==> config.mk <==
export PLATFORM = sky130hd
export DESIGN_NAME = pio_count_converter
export DESIGN_NICKNAME = d
export VERILOG_FILES = /design/src/rtl/pio_cnt_pkg.sv /design/src/rtl/pio_ceil_div.sv /design/src/rtl/pio_count_shaper.sv /design/src/rtl/pio_count_store.sv /design/src/rtl/pio_byte_encoder.sv /design/src/rtl/pio_count_converter.sv
export SDC_FILE = /design/constraint.sdc
export NUM_CORES = 1
export LEC_CHECK = 0
export BUFFER_PORTS_ARGS = -buffer_cell sky130_fd_sc_hd__clkbuf_2
export CORE_MARGIN = 3
export CORE_UTILIZATION = 59
export CTS_CLUSTER_SIZE = 10
export DETAILED_ROUTE_END_ITERATION = 8
export GPL_TIMING_DRIVEN = 0
export PLACE_DENSITY = 0.81
export SLEW_MARGIN = 40
export SYNTH_ARGS = -nofsm -noshare
export SYNTH_HDL_FRONTEND = slang
export SYNTH_SLANG_ARGS = --single-unit
==> constraint.sdc <==
create_clock -name clk -period 18 [get_ports clk]
set_clock_uncertainty 0.2 [all_clocks]
set_input_delay 0.9 -clock clk [delete_from_list [all_inputs] [get_ports clk]]
set_output_delay 0.9 -clock clk [all_outputs]
set_load 0.01 [all_outputs]
==> src/rtl/pio_cnt_pkg.sv <==
package pio_cnt_pkg;

   // Hardware limits of the strobe timing generator
   localparam int ACT_MIN   = 2;
   localparam int ACT_MAX   = 16;
   localparam int REC_MIN   = 2;
   localparam int REC_CAP   = 17;
   localparam int REC_MAX   = 16;
   localparam int SETUP_SAT = 5;

   typedef struct packed {
      logic [2:0] setup;
      logic [4:0] active;
      logic [4:0] recov;
   } drv_counts_t;

   localparam drv_counts_t SLOWEST_COUNTS = '{setup: 3'd4, active: 5'd16, recov: 5'd16};

endpackage

==> src/rtl/pio_ceil_div.sv <==
// Iterative restoring divider producing ceil(num / den), one quotient bit per clock.
module pio_ceil_div #(
   parameter int W = 12
) (
   input  logic         clk,
   input  logic         rst_n,
   input  logic         go,
   input  logic [W-1:0] num,
   input  logic [W-1:0] den,
   output logic         fin,
   output logic [W-1:0] quot
);
   localparam int CW = $clog2(W + 1);
   localparam int PW = 2 * W;

   logic [CW-1:0] steps_q;
   logic [W:0]    rem_q;
   logic [W-1:0]  quo_q;
   logic [W-1:0]  den_q;
   logic [W-1:0]  num_q;
   logic [W:0]    shifted;
   logic          fits;

   always_comb begin
      shifted = {rem_q[W-1:0], quo_q[W-1]};
      fits    = shifted >= {1'b0, den_q};
   end

   always_ff @(posedge clk or negedge rst_n) begin
      if (!rst_n) begin
         steps_q <= '0;
         rem_q   <= '0;
         quo_q   <= '0;
         den_q   <= '0;
         num_q   <= '0;
         fin     <= 1'b0;
      end else begin
         fin <= 1'b0;
         if (go) begin
            steps_q <= CW'(W);
            rem_q   <= '0;
            quo_q   <= num;
            den_q   <= den;
            num_q   <= num;
         end else if (steps_q != '0) begin
            steps_q <= steps_q - 1'b1;
            if (fits) begin
               rem_q <= shifted - {1'b0, den_q};
               quo_q <= {quo_q[W-2:0], 1'b1};
            end else begin
               rem_q <= shifted;
               quo_q <= {quo_q[W-2:0], 1'b0};
            end
            if (steps_q == CW'(1)) fin <= 1'b1;
         end
      end
   end

   assign quot = quo_q + W'(rem_q != '0);

   // the divisor handed to a conversion is never zero
   p_den_nonzero_r6: assert property (@(posedge clk) disable iff (!rst_n)
      go |-> den != '0);

   // result is the smallest count whose span covers the time
   p_ceil_cover_r1: assert property (@(posedge clk) disable iff (!rst_n)
      fin |-> (PW'(quot) * PW'(den_q) >= PW'(num_q)) &&
              ((quot == '0) || (PW'(quot - 1'b1) * PW'(den_q) < PW'(num_q))));

endmodule

==> src/rtl/pio_count_shaper.sv <==
// Applies generator limits, recovery selection and excess transfer.
module pio_count_shaper
   import pio_cnt_pkg::*;
#(
   parameter int W = 12
) (
   input  logic [W-1:0] s_cnt,
   input  logic [W-1:0] a_cnt,
   input  logic [W-1:0] r_cnt,
   input  logic [W-1:0] c_cnt,
   input  logic         late_rev,
   output drv_counts_t  shaped
);
   localparam int XW = W + 2;
   localparam logic [XW-1:0] K_ACT_MIN   = XW'(ACT_MIN);
   localparam logic [XW-1:0] K_ACT_MAX   = XW'(ACT_MAX);
   localparam logic [XW-1:0] K_REC_MIN   = XW'(REC_MIN);
   localparam logic [XW-1:0] K_REC_CAP   = XW'(REC_CAP);
   localparam logic [XW-1:0] K_REC_MAX   = XW'(REC_MAX);
   localparam logic [XW-1:0] K_SETUP_SAT = XW'(SETUP_SAT);

   logic [XW-1:0] s_x, a_x, r_x, c_x;
   logic [XW-1:0] a_lo, sum_sa, r_alt, r_pick, r_lo, a_mv, r_mv, a_hi, r_rev, r_hi;

   always_comb begin
      s_x    = XW'(s_cnt);
      a_x    = XW'(a_cnt);
      r_x    = XW'(r_cnt);
      c_x    = XW'(c_cnt);
      a_lo   = (a_x < K_ACT_MIN) ? K_ACT_MIN : a_x;
      sum_sa = s_x + a_lo;
      r_alt  = (c_x > sum_sa) ? c_x - sum_sa : '0;
      r_pick = (r_x > r_alt) ? r_x : r_alt;
      r_lo   = (r_pick < K_REC_MIN) ? K_REC_MIN : r_pick;
      if (r_lo > K_REC_CAP) begin
         a_mv = a_lo + (r_lo - K_REC_CAP);
         r_mv = K_REC_CAP;
      end else begin
         a_mv = a_lo;
         r_mv = r_lo;
      end
      a_hi  = (a_mv > K_ACT_MAX) ? K_ACT_MAX : a_mv;
      r_rev = late_rev ? r_mv - 1'b1 : r_mv;
      r_hi  = (r_rev > K_REC_MAX) ? K_REC_MAX : r_rev;
      shaped.setup  = (s_x > K_SETUP_SAT) ? 3'(SETUP_SAT) : s_x[2:0];
      shaped.active = a_hi[4:0];
      shaped.recov  = r_hi[4:0];
   end

endmodule

==> src/rtl/pio_count_store.sv <==
// Per-drive record of the last unmerged counts.
module pio_count_store
   import pio_cnt_pkg::*;
#(
   parameter int N_DRIVES = 4,
   localparam int IW = $clog2(N_DRIVES)
) (
   input  logic        clk,
   input  logic        rst_n,
   input  logic        wr_en,
   input  logic [IW-1:0] wr_idx,
   input  drv_counts_t wr_val,
   input  logic [IW-1:0] rd_idx,
   output drv_counts_t rd_val
);
   drv_counts_t slot [N_DRIVES];

   for (genvar g = 0; g < N_DRIVES; g++) begin : g_slot
      always_ff @(posedge clk or negedge rst_n) begin
         if (!rst_n)                             slot[g] <= SLOWEST_COUNTS;
         else if (wr_en && wr_idx == IW'(g))     slot[g] <= wr_val;
      end
   end

   assign rd_val = slot[rd_idx];

endmodule

==> src/rtl/pio_byte_encoder.sv <==
// Packs merged counts into the two register bytes.
module pio_byte_encoder
   import pio_cnt_pkg::*;
(
   input  drv_counts_t cnt,
   output logic [7:0]  setup_byte,
   output logic [7:0]  timing_byte
);
   logic [1:0] code;

   always_comb begin
      case (cnt.setup)
         3'd4:       code = 2'b00;
         3'd3:       code = 2'b10;
         3'd1, 3'd2: code = 2'b01;
         default:    code = 2'b11;
      endcase
      setup_byte  = {code, 6'b0};
      timing_byte = {cnt.active[3:0], cnt.recov[3:0]};
   end

endmodule

==> src/rtl/pio_count_converter.sv <==
module pio_count_converter
   import pio_cnt_pkg::*;
#(
   parameter int NS_W              = 12,
   parameter int DEFAULT_PERIOD_NS = 30,
   parameter int N_DRIVES          = 4,
   parameter int SHARED_FIRST      = 2
) (
   input  logic                        clk,
   input  logic                        rst_n,
   input  logic                        start,
   input  logic [NS_W-1:0]             setup_ns,
   input  logic [NS_W-1:0]             active_ns,
   input  logic [NS_W-1:0]             cycle_ns,
   input  logic [NS_W-1:0]             clk_period_ns,
   input  logic                        late_rev,
   input  logic [$clog2(N_DRIVES)-1:0] drive_idx,
   input  logic                        peer_present,
   output logic                        busy,
   output logic                        done,
   output logic [7:0]                  setup_byte,
   output logic [7:0]                  timing_byte
);
   localparam int IW    = $clog2(N_DRIVES);
   localparam int N_DIV = 4;

   if (NS_W < 6 || NS_W > 16) begin : g_bad_width
      $error("NS_W must lie in 6..16");
   end
   if (DEFAULT_PERIOD_NS < 1 || DEFAULT_PERIOD_NS >= (1 << NS_W)) begin : g_bad_period
      $error("DEFAULT_PERIOD_NS must be nonzero and fit NS_W");
   end
   if (N_DRIVES < 2 || (N_DRIVES % 2) != 0 || (SHARED_FIRST % 2) != 0 ||
       SHARED_FIRST >= N_DRIVES) begin : g_bad_drives
      $error("drive count and shared base must be even, shared base below count");
   end

   logic            running;
   logic            rev_q, peer_q;
   logic [IW-1:0]   idx_q;
   logic            go;
   logic [NS_W:0]   sum_ns;
   logic [NS_W-1:0] rec_ns, per_ns;
   logic [NS_W-1:0] div_num [N_DIV];
   logic [NS_W-1:0] quot_v  [N_DIV];
   logic [N_DIV-1:0] fin_v;
   logic            all_fin;
   drv_counts_t     own_cnt, peer_cnt, merged;
   logic            merge_en;
   logic [7:0]      enc_setup, enc_timing;

   assign go = start && !running;

   always_comb begin
      sum_ns     = {1'b0, setup_ns} + {1'b0, active_ns};
      rec_ns     = ({1'b0, cycle_ns} > sum_ns) ? NS_W'({1'b0, cycle_ns} - sum_ns) : '0;
      per_ns     = (clk_period_ns == '0) ? NS_W'(DEFAULT_PERIOD_NS) : clk_period_ns;
      div_num[0] = setup_ns;
      div_num[1] = active_ns;
      div_num[2] = rec_ns;
      div_num[3] = cycle_ns;
   end

   for (genvar g = 0; g < N_DIV; g++) begin : g_div
      pio_ceil_div #(.W(NS_W)) i_div (
         .clk  (clk),
         .rst_n(rst_n),
         .go   (go),
         .num  (div_num[g]),
         .den  (per_ns),
         .fin  (fin_v[g]),
         .quot (quot_v[g])
      );
   end

   assign all_fin = &fin_v;

   pio_count_shaper #(.W(NS_W)) i_shaper (
      .s_cnt   (quot_v[0]),
      .a_cnt   (quot_v[1]),
      .r_cnt   (quot_v[2]),
      .c_cnt   (quot_v[3]),
      .late_rev(rev_q),
      .shaped  (own_cnt)
   );

   pio_count_store #(.N_DRIVES(N_DRIVES)) i_store (
      .clk   (clk),
      .rst_n (rst_n),
      .wr_en (all_fin),
      .wr_idx(idx_q),
      .wr_val(own_cnt),
      .rd_idx(idx_q ^ IW'(1)),
      .rd_val(peer_cnt)
   );

   always_comb begin
      merge_en      = peer_q && (idx_q >= IW'(SHARED_FIRST));
      merged        = own_cnt;
      if (merge_en) begin
         if (peer_cnt.setup  > own_cnt.setup)  merged.setup  = peer_cnt.setup;
         if (peer_cnt.active > own_cnt.active) merged.active = peer_cnt.active;
         if (peer_cnt.recov  > own_cnt.recov)  merged.recov  = peer_cnt.recov;
      end
   end

   pio_byte_encoder i_enc (
      .cnt        (merged),
      .setup_byte (enc_setup),
      .timing_byte(enc_timing)
   );

   always_ff @(posedge clk or negedge rst_n) begin
      if (!rst_n) begin
         running     <= 1'b0;
         rev_q       <= 1'b0;
         peer_q      <= 1'b0;
         idx_q       <= '0;
         done        <= 1'b0;
         setup_byte  <= '0;
         timing_byte <= '0;
      end else begin
         done <= all_fin;
         if (go) begin
            running <= 1'b1;
            rev_q   <= late_rev;
            peer_q  <= peer_present;
            idx_q   <= drive_idx;
         end else if (all_fin) begin
            running <= 1'b0;
         end
         if (all_fin) begin
            setup_byte  <= enc_setup;
            timing_byte <= enc_timing;
         end
      end
   end

   assign busy = running;

   // accepted start raises busy on the next cycle
   p_go_busy_r11: assert property (@(posedge clk) disable iff (!rst_n)
      (start && !busy) |=> busy);

   // done is a single-cycle strobe
   p_done_single_r11: assert property (@(posedge clk) disable iff (!rst_n)
      done |=> !done);

   // the four dividers finish together
   p_div_lockstep_r1: assert property (@(posedge clk) disable iff (!rst_n)
      (|fin_v) |-> (&fin_v));

   // request fields stay frozen while a conversion runs
   p_start_ignored_r12: assert property (@(posedge clk) disable iff (!rst_n)
      (busy && start) |=> ($stable(idx_q) && $stable(rev_q) && $stable(peer_q)));

   // merged active count lies within the generator's window
   p_active_window_r4: assert property (@(posedge clk) disable iff (!rst_n)
      all_fin |-> (merged.active >= 5'd2 && merged.active <= 5'd16));

   // merged recovery never exceeds the encodable maximum
   p_recov_window_r5: assert property (@(posedge clk) disable iff (!rst_n)
      all_fin |-> (merged.recov >= 5'd1 && merged.recov <= 5'd16));

   // merging never makes a count faster than the drive's own
   p_merge_slower_r10: assert property (@(posedge clk) disable iff (!rst_n)
      all_fin |-> (merged.setup >= own_cnt.setup && merged.active >= own_cnt.active &&
                   merged.recov >= own_cnt.recov));

endmodule

==> results of run 1 <==
-- registers in the layout, indices dropped and copies added, names as in the netlist --
register / flops
g_div.i_div.rem_q: 52
i_store.slot: 52
g_div.i_div.quo_q: 48
g_div.i_div.steps_q: 16
g_div.i_div.den_q: 12
timing_byte: 8
g_div.i_div.fin: 4
idx_q: 2
setup_byte: 2
busy: 1
done: 1
peer_q: 1
rev_q: 1
-- critical path: cells and delay by family (launching register included) --
family                     cells  cell delay (ns)
xor gates and xnor gates       3             0.56
DFF                            1             0.43
muxes                          1             0.37
adders and majority gates     10             2.99
AOI/OAI and AO/OA             29             6.95
and+or+nand+nor               19             3.95
buffers and inverters          8             1.20
-- layer usage --
metal | track usage [%] | routed length [um] | share of wire [%] | vias up
met3 | 4.12 | 2860 | 6.2 | 136
li1 | - | - | - | 6917
met4 | 14.2 | 2200 | 4.8 | 0
met2 | 51.6 | 21600 | 47 | 571
met1 | 41.4 | 19300 | 42 | 7085
met5 | 0 | 0 | 0 | -
-- metrics by stage --
stage                     utilization, %  instances
final                               65.9       2328
after CTS                           65.7       2325
after floorplan                        -       1883
after global routing                65.9       2328
after global placement              63.2       2290
after detailed placement            63.6       2293
-- synth_stat cells, types with 35 or more instances --
cell type	count	area share, %
sky130_fd_sc_hd__xnor2_1	77	4.1
sky130_fd_sc_hd__o21ai_0	186	5.7
sky130_fd_sc_hd__inv_1	137	3.2
sky130_fd_sc_hd__nor2_1	113	2.6
sky130_fd_sc_hd__nand2_1	181	4.2
sky130_fd_sc_hd__xor2_1	42	2.3
sky130_fd_sc_hd__a21oi_1	139	4.3
sky130_fd_sc_hd__ha_1	160	12
sky130_fd_sc_hd__clkbuf_1	57	1.3
sky130_fd_sc_hd__nor3_1	35	1.1
sky130_fd_sc_hd__nand4_1	35	1.3
sky130_fd_sc_hd__mux2i_1	71	4.4
sky130_fd_sc_hd__dfrtp_1	188	29
sky130_fd_sc_hd__nand3_1	41	1.3
-- cell families (layout without fill, tap and decap cells) --
group	Yosys count	count (layout)	synth area share (%)
flops	200	200	30.8
simple gates	540	540	16.1
compound gates	513	513	19.6
other cells	2	9	0.0461
buf+inv	219	323	5.42
fa+ha+maj	172	172	13.6
mux	111	111	8.02
xor+xnor	119	119	6.39
-- worst paths after layout --
path,from,endpoint,slack (ns),cells after the start
hold / removal,rst_n,i_store.slot[29],0.11,1
setup reg to reg,g_div[1].i_div.rem_q[0],timing_byte[5],1.23,70
min in group clk,i_store.slot[2],i_store.slot[2],0.28,2
hold reg to reg,i_store.slot[2],i_store.slot[2],0.28,2
max in group asynchronous,rst_n,g_div[2].i_div.quo_q[10],16.23,4
setup / recovery,g_div[1].i_div.rem_q[0],timing_byte[5],1.23,70
-- what timing repair did --
action / in CTS / in global routing
gates resized for setup: 0 / 1
endpoints found under the setup margin: 0 / 4
setup buffers: 0 / 3
hold endpoints to repair: 0 / 0
-- area by class of cell --
cell class	count	area, um2	area share, %
Buffer	81	362	2.03
Clock buffer	18	429	2.41
Clock inverter	14	153	0.858
Inverter	138	523	2.94
Multi-Input combinational cell	1464	10400	58.7
Sequential cell	200	5020	28.2
Tap cell	341	427	2.40
Timing Repair Buffer	72	444	2.50
==> impl_metrics.json, run 1 <==
{
  "outcome": "complete, no violations",
  "fin_hold_ws_ns": 0.112,
  "cp_max_fo": 10,
  "drt-vias-per-instance": 6.32,
  "cp_data_required_time_ns": 18.13,
  "hold_path.class": "in2async",
  "dp_hpwl_um": 35600,
  "final_layout_size_suffix_gt1_share_pct": 10.4,
  "die-width_um": 172,
  "dr.pass1.iters": 7,
  "dpl_ws_ns": 1.27,
  "critPathMaxStageDelay_ns": 0.50,
  "drc": 0,
  "final.fill_count": 2197,
  "worstSkewPairLatency_ns": 0.45,
  "yosys_warnings": 0,
  "setup_slack_ns": 1.23,
  "cts_tree": "yes",
  "timing_worst_setup_path_type": "reg2reg",
  "route.antenna.remaining_nets": 0,
  "ys_types": 82,
  "hold_violations": 0,
  "postSynthAreaPerCell_um2": 8.69,
  "final_area_mm2": 0.0178,
  "gr-total-overflow": 0,
  "min_period_ns": 16.77,
  "worst_slew_pin_slew_ns": 0.784,
  "number_of_hold_repair_buffers_added_at_the_cts_stage": 0,
  "final_max_slew_viol_count": 0,
  "crit_path_end_kind": "flip-flop",
  "clkTransAtPathRegs_ns": 0.08,
  "crit_path_start_kind": "flip-flop",
  "drt-total-wl_um": 46000,
  "numPortBuffers": 66,
  "clock_tree.buffer_depth": 2,
  "maximum_number_of_pins_on_one_net_before_global_route_repair": 64,
  "critPathSlowestCell": "sky130_fd_sc_hd__nor4_1",
  "floorplan.io_pins": 73,
  "grt_pass1_wl_um": 73600,
  "tritoncts_buffer_count": 17,
  "start_util_pct": 60.3,
  "setup_violations": 0,
  "total_negative_setup_slacks_ns": 0,
  "design.core.area_mm2": 0.0270,
  "synth_async_sr_flop_share_pct": 100,
  "routedWlPerCell_um": 19.7,
  "fin_crit_sh_pct": 93.2,
  "detailedRoute.firstIterationViolations": 1351,
  "most-common-layout-cells": "188 x sky130_fd_sc_hd__dfrtp_1, 186 x sky130_fd_sc_hd__o21ai_0, 181 x sky130_fd_sc_hd__nand2_1, 160 x sky130_fd_sc_hd__ha_1, 139 x sky130_fd_sc_hd__a21oi_1",
  "track_usage_pct": 31.3,
  "commonest_non_fill_non_tap_cell_in_the_layout": "sky130_fd_sc_hd__dfrtp_1",
  "relSlewSlack_pct": 47.7,
  "netlist_area_mm2": 0.0163,
  "antenna_found_initial": 0,
  "fmax_mhz": 59.6,
  "worst_ep_arrival_time_ns": 16.90,
  "yosysSeqAreaShare_pct": 30.8,
  "num_antenna_cells": 0,
  "gp_congestion": 0.975,
  "grt_pass1_vias": 14300,
  "synth-edff-count": 0,
  "route.vias.total": 14700,
  "timing.critical_path.mode_cell": "sky130_fd_sc_hd__ha_1",
  "clock_tree.htree_level_count": 4,
  "synth_seq_cells": 200,
  "cap_violations": 0,
  "clock_tree.root_cell": "sky130_fd_sc_hd__clkbuf_16",
  "synth-main-ff-cell": "sky130_fd_sc_hd__dfrtp_1",
  "synthesis.instances": 1876,
  "floorplan.die_area_mm2": 0.0297,
  "syn_to_final_growth_pct": 9.19,
  "clkSinkCount": 200,
  "layout.nets": 2198,
  "fp.dieH_um": 172,
  "dpl_cell_area_mm2": 0.0172,
  "total_number_of_placement_rows": 60
}
Power of run 1 is not shown: default switching activity piles up to over one toggle a cycle in this logic, so the estimate is an artifact.
==> run 2, diff against run 1 <==
Settings changed: CTS_BUF_LIST set to sky130_fd_sc_hd__clkbuf_4 sky130_fd_sc_hd__clkbuf_8.
==> run 2 against run 1 <==
Core utilization fell by 0.69 points. Worst setup slack got worse by 0.079 ns. First-iteration DRC count rose by 2.3%. Non-clock buffer count did not move. Largest cell class unchanged. Cell area fell by 1.1%. Clock-buffer cell count unchanged. Global-route usage fell by 0.12 points.
==> impl_metrics.json, run 2 (synthesized netlist as in run 1, its figures left out) <==
{
  "drc": 0,
  "number_of_hold_repair_buffers_added_at_the_cts_stage": 0,
  "timing.critical_path.mode_cell": "sky130_fd_sc_hd__ha_1",
  "r2r_start": "g_div[1].i_div.rem_q[0]",
  "most-common-layout-cells": "188 x sky130_fd_sc_hd__dfrtp_1, 186 x sky130_fd_sc_hd__o21ai_0, 181 x sky130_fd_sc_hd__nand2_1, 160 x sky130_fd_sc_hd__ha_1, 139 x sky130_fd_sc_hd__a21oi_1",
  "crit_path_start_kind": "flip-flop",
  "layout.nets": 2198,
  "rrSetupSlack_ns": 1.15,
  "clock_tree.root_cell": "sky130_fd_sc_hd__clkbuf_8",
  "r2r_cells": 70,
  "grt_pass1_wl_um": 73100,
  "worst_slew_pin_slew_ns": 0.785,
  "hold_violations": 0,
  "drt-vias-per-instance": 6.35,
  "final_max_slew_viol_count": 0,
  "antenna_found_initial": 0,
  "gp_congestion": 0.975,
  "final_area_mm2": 0.0176,
  "fin_crit_sh_pct": 93.6,
  "design.core.area_mm2": 0.0270,
  "clock_tree.htree_level_count": 4,
  "floorplan.io_pins": 73,
  "clkSinkCount": 200,
  "detailedRoute.firstIterationViolations": 1382,
  "final_layout_size_suffix_gt1_share_pct": 10.4,
  "numPortBuffers": 66,
  "grt_pass1_vias": 14300,
  "crit_path_end_kind": "flip-flop",
  "total_number_of_placement_rows": 60,
  "commonest_non_fill_non_tap_cell_in_the_layout": "sky130_fd_sc_hd__dfrtp_1",
  "cp_data_required_time_ns": 18.18,
  "cts_tree": "yes",
  "floorplan.die_area_mm2": 0.0297,
  "setup_violations": 0,
  "die-width_um": 172,
  "reg_top3": "g_div.i_div.rem_q (52), i_store.slot (52), g_div.i_div.quo_q (48)",
  "hold_path.class": "in2async",
  "critPathMaxStageDelay_ns": 0.50,
  "start_util_pct": 60.3,
  "routedWlPerCell_um": 19.6,
  "clkTransAtPathRegs_ns": 0.12,
  "timing.critical_path.max_delay_family": "compound AO/OA/AOI/OAI gates",
  "crit_buf_inv": 8,
  "dr.pass1.iters": 7,
  "outcome": "complete, no violations",
  "fp.dieH_um": 172,
  "fmax_mhz": 59.4,
  "r2r_endpoint": "timing_byte[5]",
  "min_period_ns": 16.85,
  "dpl_cell_area_mm2": 0.0172,
  "fin_util_pct": 65.2,
  "gr-total-overflow": 0,
  "cp_max_fo": 10,
  "total_negative_setup_slacks_ns": 0,
  "dpl_ws_ns": 1.27,
  "relSlewSlack_pct": 47.5,
  "critPathSlowestCell": "sky130_fd_sc_hd__a41oi_1",
  "drt-total-wl_um": 45700,
  "route.vias.total": 14800,
  "maximum_number_of_pins_on_one_net_before_global_route_repair": 64,
  "timing_worst_setup_path_type": "reg2reg",
  "cap_violations": 0,
  "route.antenna.remaining_nets": 0,
  "setup_slack_ns": 1.15,
  "tritoncts_buffer_count": 17,
  "track_usage_pct": 31.2,
  "clock_tree.buffer_depth": 2,
  "dp_hpwl_um": 35600,
  "syn_to_final_growth_pct": 8.04,
  "grt_setup_unrepaired": "no",
  "worstSkewPairLatency_ns": 0.49,
  "num_antenna_cells": 0,
  "worst_ep_arrival_time_ns": 17.03
}
-- run 2: worst max path at each step --
| stage | from | slack [ns] | end | cells after the start |
|---|---|---|---|---|
| floorplan | g_div[1].i_div.rem_q[7] | 4.22 | timing_byte[6] | 69 |
| global placement | g_div[1].i_div.rem_q[7] | 1.74 | timing_byte[4] | 70 |
| detailed placement | g_div[1].i_div.rem_q[0] | 1.27 | timing_byte[6] | 70 |
| CTS | g_div[1].i_div.rem_q[0] | 1.18 | timing_byte[5] | 70 |
| global route | g_div[1].i_div.rem_q[0] | 0.06 | timing_byte[5] | 70 |
| finish | g_div[1].i_div.rem_q[0] | 1.15 | timing_byte[5] | 70 |
-- run 2: cell type report --
type | instances | area [um2]
Clock buffer | 18 | 241
Tap cell | 341 | 427
Timing Repair Buffer | 72 | 444
Sequential cell | 200 | 5020
Buffer | 81 | 362
Multi-Input combinational cell | 1464 | 10400
Clock inverter | 14 | 153
Inverter | 138 | 523
Fill cell | 2225 | 9410
-- run 2: per-stage QoR --
step | cells | hold WS, ns
2_1_floorplan | 1883 | 0.243
3_3_place_gp | 2290 | 0.256
3_5_place_dp | 2293 | 0.262
4_1_cts | 2325 | 0.0472
5_1_grt | 2328 | 0.0386
6_report | 2328 | 0.0562
-- run 2: repair_timing --
item,CTS,global route
hold endpoints to repair,0,0
gates resized for setup,0,1
setup buffers,0,3
setup endpoints to repair,0,4
-- run 2: routing by layer --
metal | track usage (%) | vias up | wire [um]
li1 | - | 6916 | -
met1 | 41.4 | 7124 | 19000
met2 | 51.6 | 592 | 21600
met3 | 3.80 | 141 | 2940
met4 | 14.0 | 0 | 2280
met5 | 0 | - | 0
-- run 2: worst register-to-register path, delay by kind of cell (launching register included) --
kind	cells	cell delay, ns
multiplexers	1	0.39
adder cells (fa/ha/maj)	10	2.87
flip-flops	1	0.44
buffers and inverters	8	1.19
AO/OA/AOI/OAI	29	7.03
AND/OR/NAND/NOR	19	4.01
XOR/XNOR	3	0.56
Power of run 2 is left out for the same reason.
==> run 3, diff against run 2 <==
Clock period 18 ns to 16.4 ns, I/O delays scaled along.
==> run 3 against run 2 <==
Hold slack improved by 0.23 ns. Core utilization rose by 0.40 points. Flip-flop and latch count unchanged. Maximum frequency up 8.5%. Die area unchanged. Non-clock buffer count stayed put. Routed wire length is 0.57% higher. Worst setup slack worse by 0.28 ns. First-iteration DRC count is 5.1% lower.
==> impl_metrics.json, run 3 (synthesized netlist as in run 1, its figures left out) <==
{
  "fmax_mhz": 64.4,
  "relSlewSlack_pct": 47.9,
  "drc": 0,
  "fin_crit_sh_pct": 94.7,
  "final.fill_count": 2213,
  "crit_path_end_kind": "flip-flop",
  "final_layout_size_suffix_gt1_share_pct": 11.2,
  "critPathMaxStageDelay_ns": 0.53,
  "cts_tree": "yes",
  "worst_slew_pin_slew_ns": 0.781,
  "dp_hpwl_um": 35600,
  "outcome": "complete, no violations",
  "drt-total-wl_um": 46000,
  "clock_tree.htree_level_count": 4,
  "routedWlPerCell_um": 19.8,
  "total_number_of_placement_rows": 60,
  "die-width_um": 172,
  "commonest_non_fill_non_tap_cell_in_the_layout": "sky130_fd_sc_hd__dfrtp_1",
  "grt_pass1_wl_um": 73300,
  "maximum_number_of_pins_on_one_net_before_global_route_repair": 64,
  "setup_violations": 0,
  "worst_ep_arrival_time_ns": 15.72,
  "crit_path_start_kind": "flip-flop",
  "worstSkewPairLatency_ns": 0.49,
  "cp_data_required_time_ns": 16.59,
  "numPortBuffers": 66,
  "gr-total-overflow": 0,
  "timing.critical_path.mode_cell": "sky130_fd_sc_hd__ha_1",
  "grt_pass1_vias": 14300,
  "timing_worst_setup_path_type": "reg2reg",
  "floorplan.die_area_mm2": 0.0297,
  "clock_tree.buffer_depth": 2,
  "route.vias.total": 14800,
  "floorplan.io_pins": 73,
  "fp.dieH_um": 172,
  "antenna_found_initial": 0,
  "dr.pass1.iters": 5,
  "tritoncts_buffer_count": 17,
  "clkTransAtPathRegs_ns": 0.12,
  "drt-vias-per-instance": 6.36,
  "layout.nets": 2199,
  "cp_max_fo": 10,
  "start_util_pct": 60.3,
  "reg_top3": "g_div.i_div.rem_q (52), i_store.slot (52), g_div.i_div.quo_q (48)",
  "most-common-layout-cells": "188 x sky130_fd_sc_hd__dfrtp_1, 184 x sky130_fd_sc_hd__o21ai_0, 181 x sky130_fd_sc_hd__nand2_1, 159 x sky130_fd_sc_hd__ha_1, 138 x sky130_fd_sc_hd__a21oi_1",
  "route.antenna.remaining_nets": 0,
  "syn_to_final_growth_pct": 8.70,
  "clock_tree.root_cell": "sky130_fd_sc_hd__clkbuf_8",
  "hold_violations": 0,
  "fin_hold_ws_ns": 0.289,
  "num_antenna_cells": 0,
  "design.core.area_mm2": 0.0270,
  "track_usage_pct": 31.2,
  "clkSinkCount": 200,
  "min_period_ns": 15.52,
  "gp_congestion": 0.975,
  "detailedRoute.firstIterationViolations": 1312,
  "final_max_slew_viol_count": 0,
  "cap_violations": 0,
  "hold_path.class": "reg2reg",
  "critPathSlowestCell": "sky130_fd_sc_hd__or4_1"
}
run 3: area by class of cell:
class                   instances  area (um2)  area share [%]
plain buffers                  80         359            2.03
clock buffers                  18         241            1.36
multi-input cells            1465       10500            59.5
well taps                     341         427            2.41
inverters                     138         523            2.95
repair buffers                 73         454            2.56
flip-flops and latches        200        5020            28.3
clock inverters                14         153           0.861
run 3: critical path: cells and delay by family (launching register included):
| kind | cells | cell delay, ns |
|---|---|---|
| AO/OA/AOI/OAI | 29 | 6.12 |
| multiplexers | 1 | 0.28 |
| adder cells (fa/ha/maj) | 10 | 2.94 |
| XOR/XNOR | 3 | 0.50 |
| buffers and inverters | 7 | 0.82 |
| AND/OR/NAND/NOR | 19 | 4.10 |
| flip-flops | 1 | 0.44 |
run 3: repair_timing:
item	4_1_cts	5_1_grt
resized for setup	4	18
buffers inserted	2	1
hold buffers	1	0
cloned	0	1
pin swaps	1	2
endpoints found under the setup margin	4	4
hold endpoints to repair	18	0
run 3: final timing paths:
| check | from | endpoint | slack [ns] | cells after the start |
|---|---|---|---|---|
| worst min-delay path | i_store.slot[2] | i_store.slot[2] | 0.29 | 2 |
| max in group asynchronous | rst_n | g_div[3].i_div.rem_q[9] | 14.21 | 5 |
| min in group asynchronous | rst_n | i_store.slot[28] | 0.54 | 2 |
| worst max-delay path | g_div[1].i_div.rem_q[0] | timing_byte[6] | 0.88 | 69 |
| worst max register to register | g_div[1].i_div.rem_q[0] | timing_byte[6] | 0.88 | 69 |
| worst min register to register | i_store.slot[2] | i_store.slot[2] | 0.29 | 2 |
run 3: through the flow:
stage / setup slack [ns] / TNS [ns] / area, um2 / instances / utilization (%)
floorplan: 2.62 / 0 / 16300 / 1883 / -
global placement: 0.142 / 0 / 17100 / 2290 / 63.2
detailed placement: -0.333 / -1.28 / 17200 / 2293 / 63.6
CTS: 0.0248 / 0 / 17600 / 2328 / 65.2
global route: -0.0595 / -0.151 / 17700 / 2329 / 65.6
finish: 0.875 / 0 / 17700 / 2329 / 65.6
run 3: layer usage:
metal	vias to the layer above	wire, um	share of wire (%)	global-route usage, %
li1	6916	-	-	-
met1	7154	18900	41	41.5
met2	612	21800	47	51.7
met3	132	3080	6.7	3.80
met4	0	2190	4.8	13.8
met5	-	0	0	0
Power of run 3 is left out for the same reason.
